--- src/rtl/drv_spi_pkg.sv ---
package drv_spi_pkg;
  localparam int FRAME_W = 16;
  localparam int N_SW    = 6;
  localparam int N_FLT   = 3;
  localparam int CNT_W   = $clog2(FRAME_W + 2);
  // command field positions (decoded by the controller)
  localparam int C_SRR = 0;
  localparam int C_EN0 = 1;
  localparam int C_OLD = 13;
  localparam int C_DLY = 14;
  localparam int C_RUN = 15;
  // status field positions
  localparam int S_LAST = 0;
  localparam int S_EN0  = 1;
  localparam int S_OT   = 12;
  localparam int S_SC   = 13;
  localparam int S_RUN  = 14;
  localparam int S_PSF  = 15;
  // fault vector order
  localparam int F_OT  = 0;
  localparam int F_SC  = 1;
  localparam int F_PSF = 2;
endpackage

--- src/rtl/drv_spi_sync.sv ---
module drv_spi_sync #(
  parameter int STAGES = 2,
  parameter int W      = 3
) (
  input  logic         clk,
  input  logic         rst,
  input  logic [W-1:0] d_i,
  output logic [W-1:0] q_o,
  output logic [W-1:0] prev_o
);
  logic [W-1:0] pipe [STAGES+1];

  always_ff @(posedge clk) begin
    if (rst) begin
      for (int k = 0; k <= STAGES; k++) pipe[k] <= '0;
    end else begin
      pipe[0] <= d_i;
      for (int k = 1; k <= STAGES; k++) pipe[k] <= pipe[k-1];
    end
  end

  assign q_o    = pipe[STAGES-1];
  assign prev_o = pipe[STAGES];
endmodule

--- src/rtl/drv_spi_frame.sv ---
module drv_spi_frame
  import drv_spi_pkg::*;
(
  input  logic               clk,
  input  logic               rst,
  input  logic               cs_act_i,
  input  logic               cs_act_prev_i,
  input  logic               sclk_i,
  input  logic               sclk_prev_i,
  input  logic               mosi_i,
  input  logic [FRAME_W-1:0] status_i,
  output logic               miso_o,
  output logic               miso_oe_o,
  output logic [FRAME_W-1:0] word_o,
  output logic               commit_o,
  output logic               end_o
);
  logic               cs_fall, cs_rise, sck_rise, sck_fall;
  logic [CNT_W-1:0]   cnt_q;
  logic [FRAME_W-1:0] rx_q, tx_q;
  logic               oe_q, commit_q, end_q;

  assign cs_fall  = cs_act_i & ~cs_act_prev_i;
  assign cs_rise  = ~cs_act_i & cs_act_prev_i;
  assign sck_rise = cs_act_i & sclk_i & ~sclk_prev_i;
  assign sck_fall = cs_act_i & ~sclk_i & sclk_prev_i;

  always_ff @(posedge clk) begin
    if (rst) begin
      cnt_q    <= '0;
      rx_q     <= '0;
      tx_q     <= '0;
      oe_q     <= 1'b0;
      commit_q <= 1'b0;
      end_q    <= 1'b0;
      word_o   <= '0;
    end else begin
      oe_q     <= cs_act_i;
      commit_q <= 1'b0;
      end_q    <= cs_rise;
      if (cs_fall) begin
        cnt_q <= '0;
        tx_q  <= status_i;
      end else begin
        if (sck_fall) begin
          rx_q <= {mosi_i, rx_q[FRAME_W-1:1]};
          if (cnt_q != CNT_W'(FRAME_W + 1)) cnt_q <= cnt_q + 1'b1;
        end
        if (sck_rise && cnt_q != '0) tx_q <= {1'b0, tx_q[FRAME_W-1:1]};
      end
      if (cs_rise && cnt_q == CNT_W'(FRAME_W)) begin
        commit_q <= 1'b1;
        word_o   <= rx_q;
      end
    end
  end

  assign miso_o    = tx_q[0];
  assign miso_oe_o = oe_q;
  assign commit_o  = commit_q;
  assign end_o     = end_q;

  p_cnt_bound_r4: assert property (@(posedge clk) disable iff (rst)
    cnt_q <= CNT_W'(FRAME_W + 1));
  p_commit_ends_r4: assert property (@(posedge clk) disable iff (rst)
    commit_q |-> end_q);
endmodule

--- src/rtl/drv_spi_faults.sv ---
module drv_spi_faults
  import drv_spi_pkg::*;
(
  input  logic             clk,
  input  logic             rst,
  input  logic [N_FLT-1:0] evt_i,
  input  logic             clr_i,
  output logic [N_FLT-1:0] flag_o
);
  logic [N_FLT-1:0] flag_q;

  always_ff @(posedge clk) begin
    if (rst) flag_q <= '0;
    else     flag_q <= (flag_q & ~{N_FLT{clr_i}}) | evt_i;
  end
  assign flag_o = flag_q;

  p_sticky_set_r9: assert property (@(posedge clk) disable iff (rst)
    (evt_i != '0) |=> ((flag_q & $past(evt_i)) == $past(evt_i)));
  p_clear_r8: assert property (@(posedge clk) disable iff (rst)
    (clr_i && evt_i == '0) |=> (flag_q == '0));
endmodule

--- src/rtl/drv_spi_ctrl.sv ---
module drv_spi_ctrl
  import drv_spi_pkg::*;
(
  input  logic               clk,
  input  logic               rst,
  input  logic               commit_i,
  input  logic               end_i,
  input  logic [FRAME_W-1:0] word_i,
  output logic [N_SW-1:0]    en_cmd_o,
  output logic [N_SW-1:0]    sw_en_o,
  output logic               ol_det_n_o,
  output logic               dly_sel_o,
  output logic               run_o,
  output logic               srr_o,
  output logic               last_ok_o
);
  logic [N_SW-1:0] en_cmd_q, en_q;
  logic            ol_q, dly_q, run_q, srr_q, last_q;

  always_ff @(posedge clk) begin
    if (rst) begin
      en_cmd_q <= '0;
      en_q     <= '0;
      ol_q     <= 1'b1;
      dly_q    <= 1'b0;
      run_q    <= 1'b0;
      srr_q    <= 1'b0;
      last_q   <= 1'b0;
    end else begin
      srr_q <= 1'b0;
      if (end_i) last_q <= commit_i;
      if (commit_i) begin
        en_cmd_q <= word_i[C_EN0 +: N_SW];
        en_q     <= word_i[C_RUN] ? word_i[C_EN0 +: N_SW] : '0;
        ol_q     <= word_i[C_OLD];
        dly_q    <= word_i[C_DLY];
        run_q    <= word_i[C_RUN];
        srr_q    <= word_i[C_SRR];
      end
    end
  end

  assign en_cmd_o   = en_cmd_q;
  assign sw_en_o    = en_q;
  assign ol_det_n_o = ol_q;
  assign dly_sel_o  = dly_q;
  assign run_o      = run_q;
  assign srr_o      = srr_q;
  assign last_ok_o  = last_q;

  p_inhibit_gate_r7: assert property (@(posedge clk) disable iff (rst)
    (en_q != '0) |-> run_q);
  p_hold_r3: assert property (@(posedge clk) disable iff (rst)
    !commit_i |=> ($stable(en_cmd_q) && $stable(run_q) && $stable(ol_q) && $stable(dly_q)));
  p_srr_pulse_r8: assert property (@(posedge clk) disable iff (rst)
    srr_q |=> !srr_q);
endmodule

--- src/rtl/drv_ctrl_spi.sv ---
module drv_ctrl_spi
  import drv_spi_pkg::*;
#(
  parameter int SYNC_STAGES = 2
) (
  input  logic             clk,
  input  logic             rst,
  input  logic             cs_n_i,
  input  logic             sclk_i,
  input  logic             mosi_i,
  output logic             miso_o,
  output logic             miso_oe_o,
  input  logic [N_FLT-1:0] fault_evt_i,
  output logic [N_SW-1:0]  sw_en_o,
  output logic             ol_det_n_o,
  output logic             dly_sel_o,
  output logic             run_o,
  output logic             stat_rst_o
);
  logic [2:0]         pin_q, pin_prev;
  logic [FRAME_W-1:0] word, status;
  logic               commit, frame_end, last_ok;
  logic [N_SW-1:0]    en_cmd;
  logic [N_FLT-1:0]   flags;

  drv_spi_sync #(.STAGES(SYNC_STAGES), .W(3)) u_sync (
    .clk(clk), .rst(rst),
    .d_i({mosi_i, sclk_i, ~cs_n_i}),
    .q_o(pin_q), .prev_o(pin_prev)
  );

  always_comb begin
    status                    = '0;
    status[S_LAST]            = last_ok;
    status[S_EN0 +: N_SW]     = en_cmd;
    status[S_OT]              = flags[F_OT];
    status[S_SC]              = flags[F_SC];
    status[S_RUN]             = run_o;
    status[S_PSF]             = flags[F_PSF];
  end

  drv_spi_frame u_frame (
    .clk(clk), .rst(rst),
    .cs_act_i(pin_q[0]), .cs_act_prev_i(pin_prev[0]),
    .sclk_i(pin_q[1]), .sclk_prev_i(pin_prev[1]),
    .mosi_i(pin_q[2]),
    .status_i(status),
    .miso_o(miso_o), .miso_oe_o(miso_oe_o),
    .word_o(word), .commit_o(commit), .end_o(frame_end)
  );

  drv_spi_ctrl u_ctrl (
    .clk(clk), .rst(rst),
    .commit_i(commit), .end_i(frame_end), .word_i(word),
    .en_cmd_o(en_cmd), .sw_en_o(sw_en_o),
    .ol_det_n_o(ol_det_n_o), .dly_sel_o(dly_sel_o),
    .run_o(run_o), .srr_o(stat_rst_o), .last_ok_o(last_ok)
  );

  drv_spi_faults u_faults (
    .clk(clk), .rst(rst),
    .evt_i(fault_evt_i), .clr_i(stat_rst_o),
    .flag_o(flags)
  );
endmodule

--- config.mk ---
export PLATFORM = sky130hd
export DESIGN_NAME = drv_ctrl_spi
export DESIGN_NICKNAME = d
export VERILOG_FILES = /design/src/rtl/drv_spi_pkg.sv /design/src/rtl/drv_spi_sync.sv /design/src/rtl/drv_spi_frame.sv /design/src/rtl/drv_spi_faults.sv /design/src/rtl/drv_spi_ctrl.sv /design/src/rtl/drv_ctrl_spi.sv
export SDC_FILE = /design/constraint.sdc
export NUM_CORES = 1
export LEC_CHECK = 0
export ABC_AREA = 1
export BUFFER_PORTS_ARGS = -buffer_cell sky130_fd_sc_hd__buf_2
export CAP_MARGIN = 20
export CELL_PAD_IN_SITES_DETAIL_PLACEMENT = 1
export CELL_PAD_IN_SITES_GLOBAL_PLACEMENT = 2
export CORE_MARGIN = 3
export CORE_UTILIZATION = 36
export CTS_CLUSTER_DIAMETER = 150
export DETAILED_ROUTE_END_ITERATION = 6
export GPL_TIMING_DRIVEN = 1
export PLACE_DENSITY = 0.86
export SKIP_CTS_REPAIR_TIMING = 1
export SYNTH_ARGS = -nofsm -noshare
export SYNTH_HDL_FRONTEND = slang
export SYNTH_HIERARCHICAL = 1
export SYNTH_SLANG_ARGS = --single-unit
--- constraint.sdc ---
create_clock -name clk -period 1.5 [get_ports clk]
set_input_delay 0.45 -clock clk [delete_from_list [all_inputs] [get_ports clk]]
set_output_delay 0.45 -clock clk [all_outputs]
set_load 0.05 [all_outputs]
==> out/qor.yml <==
outcome: "finished clean"
clock_latency_ns: 0.34
clock-sinks: 78
routed_via_density: 4.70
die_w_microns: 102
hold_ws_ns: 0.312
drv_cap: 0
vias: 2612
critPathTopFamily: "flip-flops"
fin_ws_ns: 0.0878
wl_microns: 6930
finalClockSkew_ns: 0.00898
initial_utilization: 0.378
syn_area_sq_mm: 0.00334
drt_iter0_drc: 57
worstPathRequired_ns: 1.05
dp_cells: 541
leakagePower_nw: 1.49
cts_buffers: 9
h-tree-depth: 3
worstPathMaxFanout: 3
routedWlPerCell_microns: 12.5
area.growth.synth_to_final_pct: 11.3
cts_root_buf: "clkbuf_8"
dp_slack_ns: 0.0177
path_cells: "clkbuf_4"
stdcell_count: 556
cts.clk_slew.worst_paths_ns: 0.08
arrival_ns: 0.96
synthCells: 429
p_per_area_mw_per_mm2: 1120
maxSlewViolCount: 0
cpMaxStageDelayCell: "dfxtp_1"
track_usage: 0.141
diodes: 0
max_freq_mhz: 708
grt_pass1_wl_microns: 11600
start_kind: "register"
grt_pass1_vias: 2577
dieArea_sq_mm: 0.0105
dr.pass1.iters: 4
report.power.total_mw: 4.16
yosysWarningCount: 6
coreArea_sq_mm: 0.00885
grt_antenna_before_repair: 0
crit_type: "reg2out"
irDropWorstVdd_uv: 506
worstPathBufferInverterCount: 1
place_congestion: 0.772
avgSynthCellArea_sq_um: 7.79
clock_path_buffers: 2
fin_nets: 455
drive_gt1_frac: 0.181
hp-class: "in2reg"
worstSetupEndpointType: "output port"
die-height_microns: 102
grt_max_degree: 44
cts_tree: "built"
fin_crit_sh: 0.941
hpwl_microns: 4750
rsz0062_at_grt: "no"
grt-ovfl-total: 0
num_rows: 34
route.detailed.drc: 0
n_fill_cell: 1143
r2r_setup_slack_ns: 0.13
ant_nets: 0
setup_viol: 0
num_io_pins: 20
critPathMaxStageDelay_ns: 0.37
period_needed_ns: 1.41
hold_violations: 0
port-buffer-count: 19
==> cells in the final DEF (no fill, tap or decap), types with 2 or more instances in the layout <==
cell and instances:
inv_2 4, bufinv_16 3, a21oi_1 41, clkbuf_8 10, buf_12 2, inv_1 45, buf_2 18, dfxtp_2 2
nand3_2 10, nand2_1 114, a21oi_2 11, nand2_8 2, nand2_2 2, ha_1 3, conb_1 5, buf_4 6
nor2_1 41, clkinv_4 2, o21ai_0 7, nor2_4 3, dfxtp_1 76, nand3_1 17, o21ai_1 14
==> per-stage QoR <==
step	utilization	instance area, sq um	setup TNS, ns
after detailed placement	0.390	3450	0
after global routing	0.420	3720	0
final	0.420	3720	0
after CTS	0.418	3690	-0.00979
after global placement	0.390	3450	0
after floorplan	-	3360	0
==> layout make-up <==
cell class | count | area [sq um] | share of cell area
Inverter | 51 | 201 | 0.0542
Timing Repair Buffer | 27 | 183 | 0.0491
Multi-Input combinational cell | 277 | 1390 | 0.374
Clock inverter | 5 | 108 | 0.0289
Tap cell | 108 | 135 | 0.0363
Sequential cell | 78 | 1560 | 0.420
Clock buffer | 10 | 138 | 0.0370
==> per-layer routing <==
layer | wire, microns | track usage
met1 | 3390 | 0.178
met3 | 190 | 0.0430
met2 | 3320 | 0.234
met4 | 34 | 0.0394
met5 | 0 | 0
==> sequential cells by signal (all words and copies together), names as in the netlist <==
signal             cells
u_frame/word_o        10
u_ctrl/last_ok_o       1
u_frame/rx_q          16
u_frame/end_o          1
u_ctrl/en_cmd_o        6
u_faults/flag_o        3
u_ctrl/dly_sel_o       1
u_ctrl/srr_o           1
u_ctrl/sw_en_o         6
u_ctrl/ol_det_n_o      1
u_frame/cnt_q          5
u_frame/tx_q          16
u_frame/commit_o       1
u_ctrl/run_o           1
u_sync/pipe            8
u_frame/miso_oe_o      1
==> report_power, final <==
group,internal (mW),switching (mW),total (mW),leakage [nW]
sequential,2.09,0.0127,2.10,0.632
combinational,0.0470,0.0988,0.146,0.741
clock,1.15,0.768,1.92,0.123
==> final timing paths <==
path,startpoint,end,depth (start not counted)
worst min register to register,u_sync/pipe[0][0],u_sync/pipe[0][3],2
worst max register to register,u_frame/cnt_q[1],u_frame/word_o[13],8
worst max-delay path,u_ctrl/run_o,run_o,1
worst min-delay path,sclk_i,u_sync/pipe[0][1],3
No activity file was read; power rests on OpenSTA's default activity.
